--- config.mk ---
export PLATFORM = sky130hd
export DESIGN_NAME = nmi_wake_ctrl
export DESIGN_NICKNAME = d
export VERILOG_FILES = /design/src/rtl/nmi_wake_pkg.sv /design/src/rtl/nmi_trigger.sv /design/src/rtl/mux_gather.sv /design/src/rtl/pend_bank.sv /design/src/rtl/nmi_wake_ctrl.sv
export SDC_FILE = /design/constraint.sdc
export NUM_CORES = 1
export LEC_CHECK = 0
export BUFFER_PORTS_ARGS = -buffer_cell sky130_fd_sc_hd__buf_2
export CAP_MARGIN = 10
export CORE_MARGIN = 1.5
export CORE_UTILIZATION = 58
export DETAILED_ROUTE_END_ITERATION = 7
export PLACE_DENSITY = 0.82
export RECOVER_POWER = 100
export SYNTH_ARGS = -nofsm -noshare
export SYNTH_HDL_FRONTEND = slang
export SYNTH_SLANG_ARGS = --single-unit
--- constraint.sdc ---
create_clock -name clk -period 3.3 [get_ports clk]
set_input_delay 0.495 -clock clk [delete_from_list [all_inputs] [get_ports clk]]
set_output_delay 0.495 -clock clk [all_outputs]
set_load 0.01 [all_outputs]
--- src/rtl/nmi_wake_pkg.sv ---
package nmi_wake_pkg;
  typedef enum logic [1:0] {
    TRIG_LVL_LO = 2'd0,
    TRIG_FALL   = 2'd1,
    TRIG_LVL_HI = 2'd2,
    TRIG_RISE   = 2'd3
  } trig_e;

  localparam trig_e      TRIG_RESET = TRIG_LVL_HI;
  localparam logic [7:0] OFS_TRIG   = 8'h0C;
  localparam logic [7:0] OFS_PEND   = 8'h10;
  localparam logic [7:0] OFS_EN     = 8'h40;
  localparam logic [7:0] OFS_MUXEN  = 8'hC0;
endpackage

--- src/rtl/nmi_trigger.sv ---
module nmi_trigger
  import nmi_wake_pkg::*;
(
  input  logic  clk,
  input  logic  rst,
  input  logic  pad,
  input  trig_e mode,
  output logic  hit
);
  logic pad_q;

  always_ff @(posedge clk) begin
    if (rst) pad_q <= 1'b0;
    else     pad_q <= pad;
  end

  always_comb begin
    unique case (mode)
      TRIG_LVL_LO: hit = ~pad;
      TRIG_FALL:   hit = pad_q & ~pad;
      TRIG_LVL_HI: hit = pad;
      TRIG_RISE:   hit = ~pad_q & pad;
      default:     hit = 1'b0;
    endcase
  end
endmodule

--- src/rtl/mux_gather.sv ---
module mux_gather #(
  parameter int MUX_BITS = 128,
  parameter int GROUP    = 8,
  localparam int GROUPS  = MUX_BITS / GROUP
) (
  input  logic [MUX_BITS-1:0] src,
  input  logic [MUX_BITS-1:0] en,
  output logic [GROUPS-1:0]   grp_hit
);
  for (genvar g = 0; g < GROUPS; g++) begin : g_grp
    assign grp_hit[g] = |(src[g*GROUP +: GROUP] & en[g*GROUP +: GROUP]);
  end
endmodule

--- src/rtl/pend_bank.sv ---
module pend_bank #(
  parameter int WIDTH = 64
) (
  input  logic             clk,
  input  logic             rst,
  input  logic [WIDTH-1:0] set_vec,
  input  logic [WIDTH-1:0] clr_vec,
  output logic [WIDTH-1:0] pend
);
  always_ff @(posedge clk) begin
    if (rst) pend <= '0;
    else     pend <= (pend | set_vec) & ~clr_vec;
  end

  // bits written with 1 are zero after the write edge
  assert_w1c_wins_R8: assert property (@(posedge clk) disable iff (rst)
    1'b1 |=> ((pend & $past(clr_vec)) == '0));

  // set bits not written with 1 survive
  assert_pend_hold_R6: assert property (@(posedge clk) disable iff (rst)
    1'b1 |=> ((pend & $past(pend & ~clr_vec)) == $past(pend & ~clr_vec)));
endmodule

--- src/rtl/nmi_wake_ctrl.sv ---
module nmi_wake_ctrl
  import nmi_wake_pkg::*;
#(
  parameter int TOP_BITS   = 64,
  parameter int MUX_BITS   = 128,
  parameter int GROUP      = 8,
  parameter int NUM_DIRECT = 18
) (
  input  logic                  clk,
  input  logic                  rst,
  input  logic                  bus_wr,
  input  logic                  bus_rd,
  input  logic [7:0]            bus_addr,
  input  logic [31:0]           bus_wdata,
  output logic [31:0]           bus_rdata,
  input  logic                  nmi_pad,
  input  logic [NUM_DIRECT-1:0] src_direct,
  input  logic [MUX_BITS-1:0]   mux_src,
  output logic                  nmi_irq,
  output logic                  wake_req
);
  localparam int GROUPS    = MUX_BITS / GROUP;
  localparam int MUX_BASE  = NUM_DIRECT + 1;
  localparam int TOP_WORDS = TOP_BITS / 32;
  localparam int MUX_WORDS = MUX_BITS / 32;

  trig_e                trig_q;
  logic [TOP_BITS-1:0]  en_q;
  logic [MUX_BITS-1:0]  mux_en_q;
  logic [TOP_BITS-1:0]  pend;
  logic [TOP_BITS-1:0]  set_vec;
  logic [TOP_BITS-1:0]  clr_vec;
  logic [GROUPS-1:0]    grp_hit;
  logic                 nmi_hit;
  logic [31:0]          rd_next;

  nmi_trigger u_trig (
    .clk (clk),
    .rst (rst),
    .pad (nmi_pad),
    .mode(trig_q),
    .hit (nmi_hit)
  );

  mux_gather #(.MUX_BITS(MUX_BITS), .GROUP(GROUP)) u_mux (
    .src    (mux_src),
    .en     (mux_en_q),
    .grp_hit(grp_hit)
  );

  always_comb begin
    set_vec = '0;
    set_vec[0] = nmi_hit;
    set_vec[NUM_DIRECT:1] = src_direct;
    set_vec[MUX_BASE +: GROUPS] = grp_hit;
  end

  always_comb begin
    clr_vec = '0;
    for (int w = 0; w < TOP_WORDS; w++)
      if (bus_wr && bus_addr == 8'(OFS_PEND + 4*w))
        clr_vec[w*32 +: 32] = bus_wdata;
  end

  pend_bank #(.WIDTH(TOP_BITS)) u_pend (
    .clk    (clk),
    .rst    (rst),
    .set_vec(set_vec),
    .clr_vec(clr_vec),
    .pend   (pend)
  );

  always_ff @(posedge clk) begin
    if (rst) begin
      trig_q   <= TRIG_RESET;
      en_q     <= TOP_BITS'(1);
      mux_en_q <= '0;
    end else if (bus_wr) begin
      if (bus_addr == OFS_TRIG) trig_q <= trig_e'(bus_wdata[1:0]);
      for (int w = 0; w < TOP_WORDS; w++)
        if (bus_addr == 8'(OFS_EN + 4*w)) en_q[w*32 +: 32] <= bus_wdata;
      for (int w = 0; w < MUX_WORDS; w++)
        if (bus_addr == 8'(OFS_MUXEN + 4*w)) mux_en_q[w*32 +: 32] <= bus_wdata;
    end
  end

  always_comb begin
    rd_next = '0;
    if (bus_addr == OFS_TRIG) rd_next = {30'd0, trig_q};
    for (int w = 0; w < TOP_WORDS; w++) begin
      if (bus_addr == 8'(OFS_PEND + 4*w)) rd_next = pend[w*32 +: 32];
      if (bus_addr == 8'(OFS_EN + 4*w))   rd_next = en_q[w*32 +: 32];
    end
    for (int w = 0; w < MUX_WORDS; w++)
      if (bus_addr == 8'(OFS_MUXEN + 4*w)) rd_next = mux_en_q[w*32 +: 32];
  end

  always_ff @(posedge clk) begin
    if (rst) begin
      bus_rdata <= '0;
      wake_req  <= 1'b0;
    end else begin
      if (bus_rd) bus_rdata <= rd_next;
      wake_req <= |(pend & en_q);
    end
  end

  assign nmi_irq = pend[0];

  // state right after reset
  assert_reset_state_R1: assert property (@(posedge clk)
    $past(rst) |-> (en_q == TOP_BITS'(1) && mux_en_q == '0 && pend == '0));

  // an acknowledge always drops the latch at the write edge
  assert_ack_clears_R3: assert property (@(posedge clk) disable iff (rst)
    clr_vec[0] |=> !nmi_irq);

  // level-high pad still active after an acknowledge re-sets the latch
  assert_level_reset_R4: assert property (@(posedge clk) disable iff (rst)
    (trig_q == TRIG_LVL_HI && nmi_pad && !clr_vec[0] && !bus_wr) |=> nmi_irq);

  // latched level holds until acknowledged
  assert_nmi_hold_R5: assert property (@(posedge clk) disable iff (rst)
    (nmi_irq && !clr_vec[0]) |=> nmi_irq);

  // no enabled pending bit means no wake request next cycle
  assert_wake_quiet_R9: assert property (@(posedge clk) disable iff (rst)
    ((pend & en_q) == '0) |=> !wake_req);
endmodule

# ---- Word level (Yosys, flattened, before mapping)
# Cells that the tools add are included.
# Widths: inputs -> output; s select.
dict set report totals {
  ff_bits 292
  input_bits 191
}
dict set report classes {
  eq_ne 12
  muxes 12
  bitwise_logic 24
  reduce_logical 27
}
# operator n
set ops {}
lappend ops {{$mux 32} 10}
lappend ops {{$and 64x64->64} 2}
lappend ops {{$and 8x8->8} 16}
lappend ops {{$reduce_or 8->1} 16}
lappend ops {{$not 64->64} 1}
lappend ops {{$or 64x35->64} 1}
lappend ops {{$reduce_or 64->1} 1}
lappend ops {{$eq 8x8->1 const B} 4}
lappend ops {{$eq 8x5->1 const B} 2}
lappend ops {{$eq 8x7->1 const B} 2}
lappend ops {{$reduce_and 2->1} 7}
lappend ops {{$eq 8x4->1 const B} 1}
lappend ops {{$eq 2x2->1 const B} 2}
lappend ops {{$pmux 1 s4} 1}
lappend ops {{$and 1x1->1} 2}
lappend ops {{$eq 2x1->1 const B} 1}
lappend ops {{$logic_and 1x1->1} 2}
lappend ops {{$logic_not 2->1} 1}
lappend ops {{$mux 2} 1}
lappend ops {{$not 1->1} 2}

# ---- Depth between registers and ports, before layout
dict set report depth {
  depth_word 10
  depth_mapped 9
  depth_no_buf 5
}

# ---- By module
# From an unflattened synthesis, not the netlist that was laid out.
dict set report unflattened {
  cells_unflattened 1771
  area_unflattened_um2 14116.0
}
# mod instances cells_per_inst area_per_inst_um2 seq_area_each_um2
set by_module_without_submodules {}
lappend by_module_without_submodules {nmi_wake_ctrl 1 1486 11172.0 4544.4}
lappend by_module_without_submodules {pend_bank 1 199 2311.0 1281.2}
lappend by_module_without_submodules {mux_gather 1 80 580.6 0.0}
lappend by_module_without_submodules {nmi_trigger 1 6 52.6 20.0}

# ---- Worst setup path before layout
# Ideal clock, no wire load.
dict set report synth_timing {
  path_type {in2reg}
  start {in bus_addr[6]}
  end {reg bus_rdata[14]}
  setup_time_ns 0.127
  arrival_ns 1.893
  required_ns 3.173
  slack_ns 1.281
  stages 8
  path_buffers 3
  path_cell_list {buf_2 > nor4b_4 > and2_1 > buf_2 > buf_6 > a221oi_1 > a2111oi_0 > o21ai_1}
}
dict set report synth_via {
  elab_chain_len 9
  elab_cells_between_ends 16
  classes_between {eq/ne: 8; mux: 8}
}
# element line
set synth_rtl {}
lappend synth_rtl {{start: declaration} nmi_wake_ctrl.sv:13} ;# input logic [7:0] bus_addr,
lappend synth_rtl {{$eq 8x5->1} nmi_wake_ctrl.sv:91} ;# if (bus_addr == 8'(OFS_PEND + 4*w)) rd_next = pend[w*32 +: 32];
lappend synth_rtl {{$mux 32} nmi_wake_ctrl.sv:91}
lappend synth_rtl {{$mux 32} nmi_wake_ctrl.sv:92} ;# if (bus_addr == 8'(OFS_EN + 4*w)) rd_next = en_q[w*32 +: 32];
lappend synth_rtl {{$mux 32} nmi_wake_ctrl.sv:91}
lappend synth_rtl {{$mux 32} nmi_wake_ctrl.sv:92}
lappend synth_rtl {{$mux 32 (3 in series)} nmi_wake_ctrl.sv:95} ;# if (bus_addr == 8'(OFS_MUXEN + 4*w)) rd_next = mux_en_q[w*32 +: 32];
lappend synth_rtl {{$mux 32 (*)} nmi_wake_ctrl.sv:95}
lappend synth_rtl {{end signal: assignment} nmi_wake_ctrl.sv:103} ;# if (bus_rd) bus_rdata <= rd_next;
lappend synth_rtl {{end: declaration} nmi_wake_ctrl.sv:15} ;# output logic [31:0] bus_rdata,
# Every way passes the cells marked *; elsewhere a longest branch is shown, timed or not.
# A chain may end at the register's enable or synchronous reset.

# ---- Final worst setup path
dict set report layout_timing {
  start {in bus_addr[3]}
  end {reg en_q[62]}
}
dict set report layout_via {
  elab_chain_len 2
}
# element line
set layout_rtl {}
lappend layout_rtl {{$eq 8x7->1} nmi_wake_ctrl.sv:81} ;# if (bus_addr == 8'(OFS_EN + 4*w)) en_q[w*32 +: 32] <= bus_wdata;
lappend layout_rtl {{$reduce_and 2->1 (no line)} n/a}
lappend layout_rtl {{end signal: indexed assignment} nmi_wake_ctrl.sv:81}
lappend layout_rtl {{end: declaration} nmi_wake_ctrl.sv:28} ;# logic [TOP_BITS-1:0] en_q;
# No other way between the ends.

==> metrics.md <==
| Metric | Value |
|---|---|
| Internal reg-to-reg setup slack | `1.54 ns` |
| WP data required | `3.76 ns` |
| P&R area growth vs syn | `15.4%` |
| Worst Skew | `0.0105 ns` |
| Peak fanout along the critical path | `15` |
| Clk slew on worst S/H paths | `0.06 ns` |
| Ports | `225` |
| WL final | `48,900 µm` |
| Top FF cell, synth | `dfxtp_1` |
| RSZ-0062 raised after global routing | `no` |
| CTS H-tree lvls | `1` |
| Postcts setup bufs | `0` |
| Fmax | `0.348 GHz` |
| Largest net degree at the start of global routing | `128` |
| CTS Hold Bufs | `0` |
| Antenna Violating Nets Remaining | `0` |
| Mapped Cells | `1,566` |
| Failing checks | `max-capacitance violations, max-slew violations` |
| Sequential power share | `48.2%` |
| Worst-path cell chain | `buf_2 -> nor3_1 -> buf_4 -> and3_1 -> buf_4 -> and2_1 -> clkbuf_1 -> nand2_1 -> a21oi_1` |
| CTS max path bufs | `3` |
| Worst Path Arrival | `3.33 ns` |
| WL met2 | `21,800 µm` |
| Worst Tran Pin Value | `1.52 ns` |
| Synth warnings | `0` |
| CP bufs+invs | `4` |
| First-pass GRT wire length | `73,500 µm` |
| Post-DP Area | `14,600 µm²` |
| Largest delay contributor family on the critical path | `buffers and inverters` |
| Reg2reg path depth | `5` |
| # resized after CTS | `0` |
| Worst Hold Class | `primary input to flip-flop` |
| Clk pwr share | `45.5%` |
| Drt pass-1 iters | `6` |
| Syn Area/Cell | `8.56 µm²` |
| Final-report hold violation count | `0` |
| Vias per cell | `6.72` |
| CP Launch Point | `bus_addr[3]` |
| CP dominant cell by count | `buf_4` |
| Synthesized area | `13,400 µm²` |
| Status | `finished with violations` |
| Initial Utilization | `59.2%` |
| Slew headroom | `-1.65%` |
| TritonCTS clock tree | `yes` |
| Slowest stage delay, CP | `0.69 ns` |
| FF+latch count, synth | `292` |
| Final cycle utilization of the critical path | `87.1%` |
| Row count | `55` |
| Crit. End Element | `flip-flop` |
| Max-Cap Viols | `1` |
| Die ar. | `24,000 µm²` |
| Root buf cell | `clkbuf_16` |
| Gr ovfl total | `0` |
| Post-synth top area cell | `dfxtp_1` |
| Final min period | `2.87 ns` |
| Internal power | `5.64 mW` |
| Most frequent cells in the layout | `292 x dfxtp_1, 230 x nand2_1, 188 x buf_2, 156 x a21oi_1, 156 x nor2_1` |
| Post-route setup TNS | `0 ns` |
| Finished Cell Area | `15,500 µm²` |
| Ratio of cells with drive above 1 in the final layout | `18.8%` |
| Initial detailed-routing violation count | `1,970` |
| Die width | `155 µm` |
| CTS Buf Count | `30` |
| Pleak | `6.20 nW` |
| Clk Latency, worst-skew pair | `0.57 ns` |
| Post-synth EDFFs | `0` |
| Post-DP HPWL | `33,200 µm` |
| Final routed wire length divided by cell count | `24.2 µm` |
| Core area | `22,600 µm²` |
| Antenna diodes | `0` |
| Nets | `1,905` |
| Met3 WL post-DR | `5610 µm` |
| Post-synth top area share | `43.6%` |
| Vias in the first global route | `12,803` |
| Seq/Total Area, Yosys | `43.6%` |
| Clk sink count | `292` |
| Commonest non-fill, non-tap cell in the layout | `dfxtp_1` |
| Synth top area cells | `dfxtp_1 44%, mux2i_1 8.2%, nand2_1 6.4%` |
| Setup crit end | `en_q[62]` |
| FF-to-FF End | `wake_req` |
| Total GRT Usage | `39.6%` |
| Critical path depth | `9` |
| Slew Limit Fails | `70` |
| Worst Setup Start Kind | `primary input` |
| Combinational fraction of design power | `6.3%` |
| Fraction of registers with async set/reset | `0%` |
| Slowest CP cell | `clkbuf_1` |
| DR vias | `13,585` |
| Initial antenna violation count | `0` |
| Syn nets | `1,757` |
| Worst reg2reg startpoint | `u_pend.pend[34]` |
| Top Layer Used | `met4` |
| M1 wire length | `18,200 µm` |
| Setup-failing EPs final | `0` |
| Pwr per Cell Area | `480 nW/µm²` |
| Switching power | `1.78 mW` |
| Residual DRC | `0` |
| Die Ht | `155 µm` |
| Count of cell types in the netlist | `55` |
| Peak supply drop | `0.404 mV` |
| Placer Congestion | `0.988` |
| Switch share | `24.0%` |
| IO buf count | `224` |
| WS Path Type | `primary input to flip-flop` |
kinds of logic (layout without fill, tap and decap cells):
kind of cell / count (synthesis) / count (layout) / synth area share, %
AO/OA/AOI/OAI: 459 / 459 / 23.6
XOR/XNOR: 2 / 2 / 0.131
flip-flops: 292 / 292 / 43.6
buffers and inverters: 168 / 340 / 5.50
AND/OR/NAND/NOR: 511 / 511 / 16.9
multiplexers: 134 / 134 / 10.2
cell usage after synthesis (3+ instances only):
| library cell | count |
|---|---|
| nand4_1 | 8 |
| o21ai_0 | 49 |
| o21ai_1 | 10 |
| a222oi_1 | 16 |
| a22o_1 | 22 |
| nand2_1 | 230 |
| inv_1 | 20 |
| a21oi_1 | 156 |
| o2bb2ai_1 | 9 |
| o211ai_1 | 10 |
| a221oi_1 | 26 |
| nor2b_1 | 3 |
| mux2_2 | 24 |
| buf_6 | 3 |
| nor3b_1 | 19 |
| and2_1 | 4 |
| buf_4 | 9 |
| a211oi_1 | 69 |
| and3_1 | 6 |
| a22oi_1 | 46 |
| nor3_1 | 8 |
| nor2_1 | 159 |
| a31oi_1 | 9 |
| buf_2 | 40 |
| a2111oi_2 | 9 |
| a221oi_2 | 9 |
| nand3_1 | 42 |
| dfxtp_1 | 292 |
| a2111oi_0 | 8 |
| nand2b_1 | 14 |
| mux2i_1 | 110 |
| clkbuf_1 | 96 |
| o221ai_1 | 3 |
worst min path at each step:
stage	endpoint	start	slack, ns	cells past startpoint
CTS	u_trig.pad_q	nmi_pad	0.18	2
floorplan	u_pend.pend[36]	u_pend.pend[36]	0.43	2
global route	u_trig.pad_q	nmi_pad	0.18	2
global placement	u_pend.pend[63]	u_pend.pend[63]	0.44	2
detailed placement	u_pend.pend[63]	u_pend.pend[63]	0.45	2
finish	u_trig.pad_q	nmi_pad	0.17	2
layer usage:
layer,vias to the layer above,GRT usage (%)
li1,5954,-
met1,6392,50.5
met3,233,7.58
met5,-,0
met2,1006,62.6
met4,0,23.5
metrics by stage:
step | util [%] | hold WS, ns | instances | setup slack [ns] | total power [mW]
6_report | 68.3 | 0.169 | 2023 | 0.427 | 7.42
5_1_grt | 68.3 | 0.175 | 2023 | 0.406 | 7.59
4_1_cts | 68.8 | 0.178 | 2023 | 0.991 | 7.40
3_5_place_dp | 64.5 | 0.449 | 1967 | 0.402 | 4.11
3_3_place_gp | 64.5 | 0.442 | 1967 | 0.422 | 4.10
2_1_floorplan | - | 0.431 | 1566 | 1.28 | 3.87
worst reg2reg max path, delay by kind of cell (launching register included):
| family | cells | cell delay, ns |
|---|---|---|
| and+or+nand+nor | 2 | 0.39 |
| AOI/OAI and AO/OA | 3 | 0.73 |
| DFF | 1 | 0.49 |
flip-flops by register name, indices dropped and copies added (netlist names):
name,count
bus_rdata,32
en_q,64
mux_en_q,128
trig_q,2
u_pend.pend,64
u_trig.pad_q,1
wake_req,1
power by group through the flow:
stage	Clock, mW	Combinational, mW	Sequential, mW
finish	3.38	0.467	3.58
CTS	3.37	0.455	3.57
detailed placement	0	0.452	3.65
global placement	0	0.449	3.65
global route	3.52	0.487	3.58
floorplan	0	0.234	3.64
cell type report:
cell class,instances,area (µm²)
Sequential cell,292,5850
Tap cell,285,357
Clock buffer,45,887
Fill cell,1841,7180
Timing Repair Buffer,264,1370
Inverter,20,75.1
Clock inverter,11,95.1
Multi-Input combinational cell,1106,6830
No activity file was read; power rests on OpenSTA's default activity.
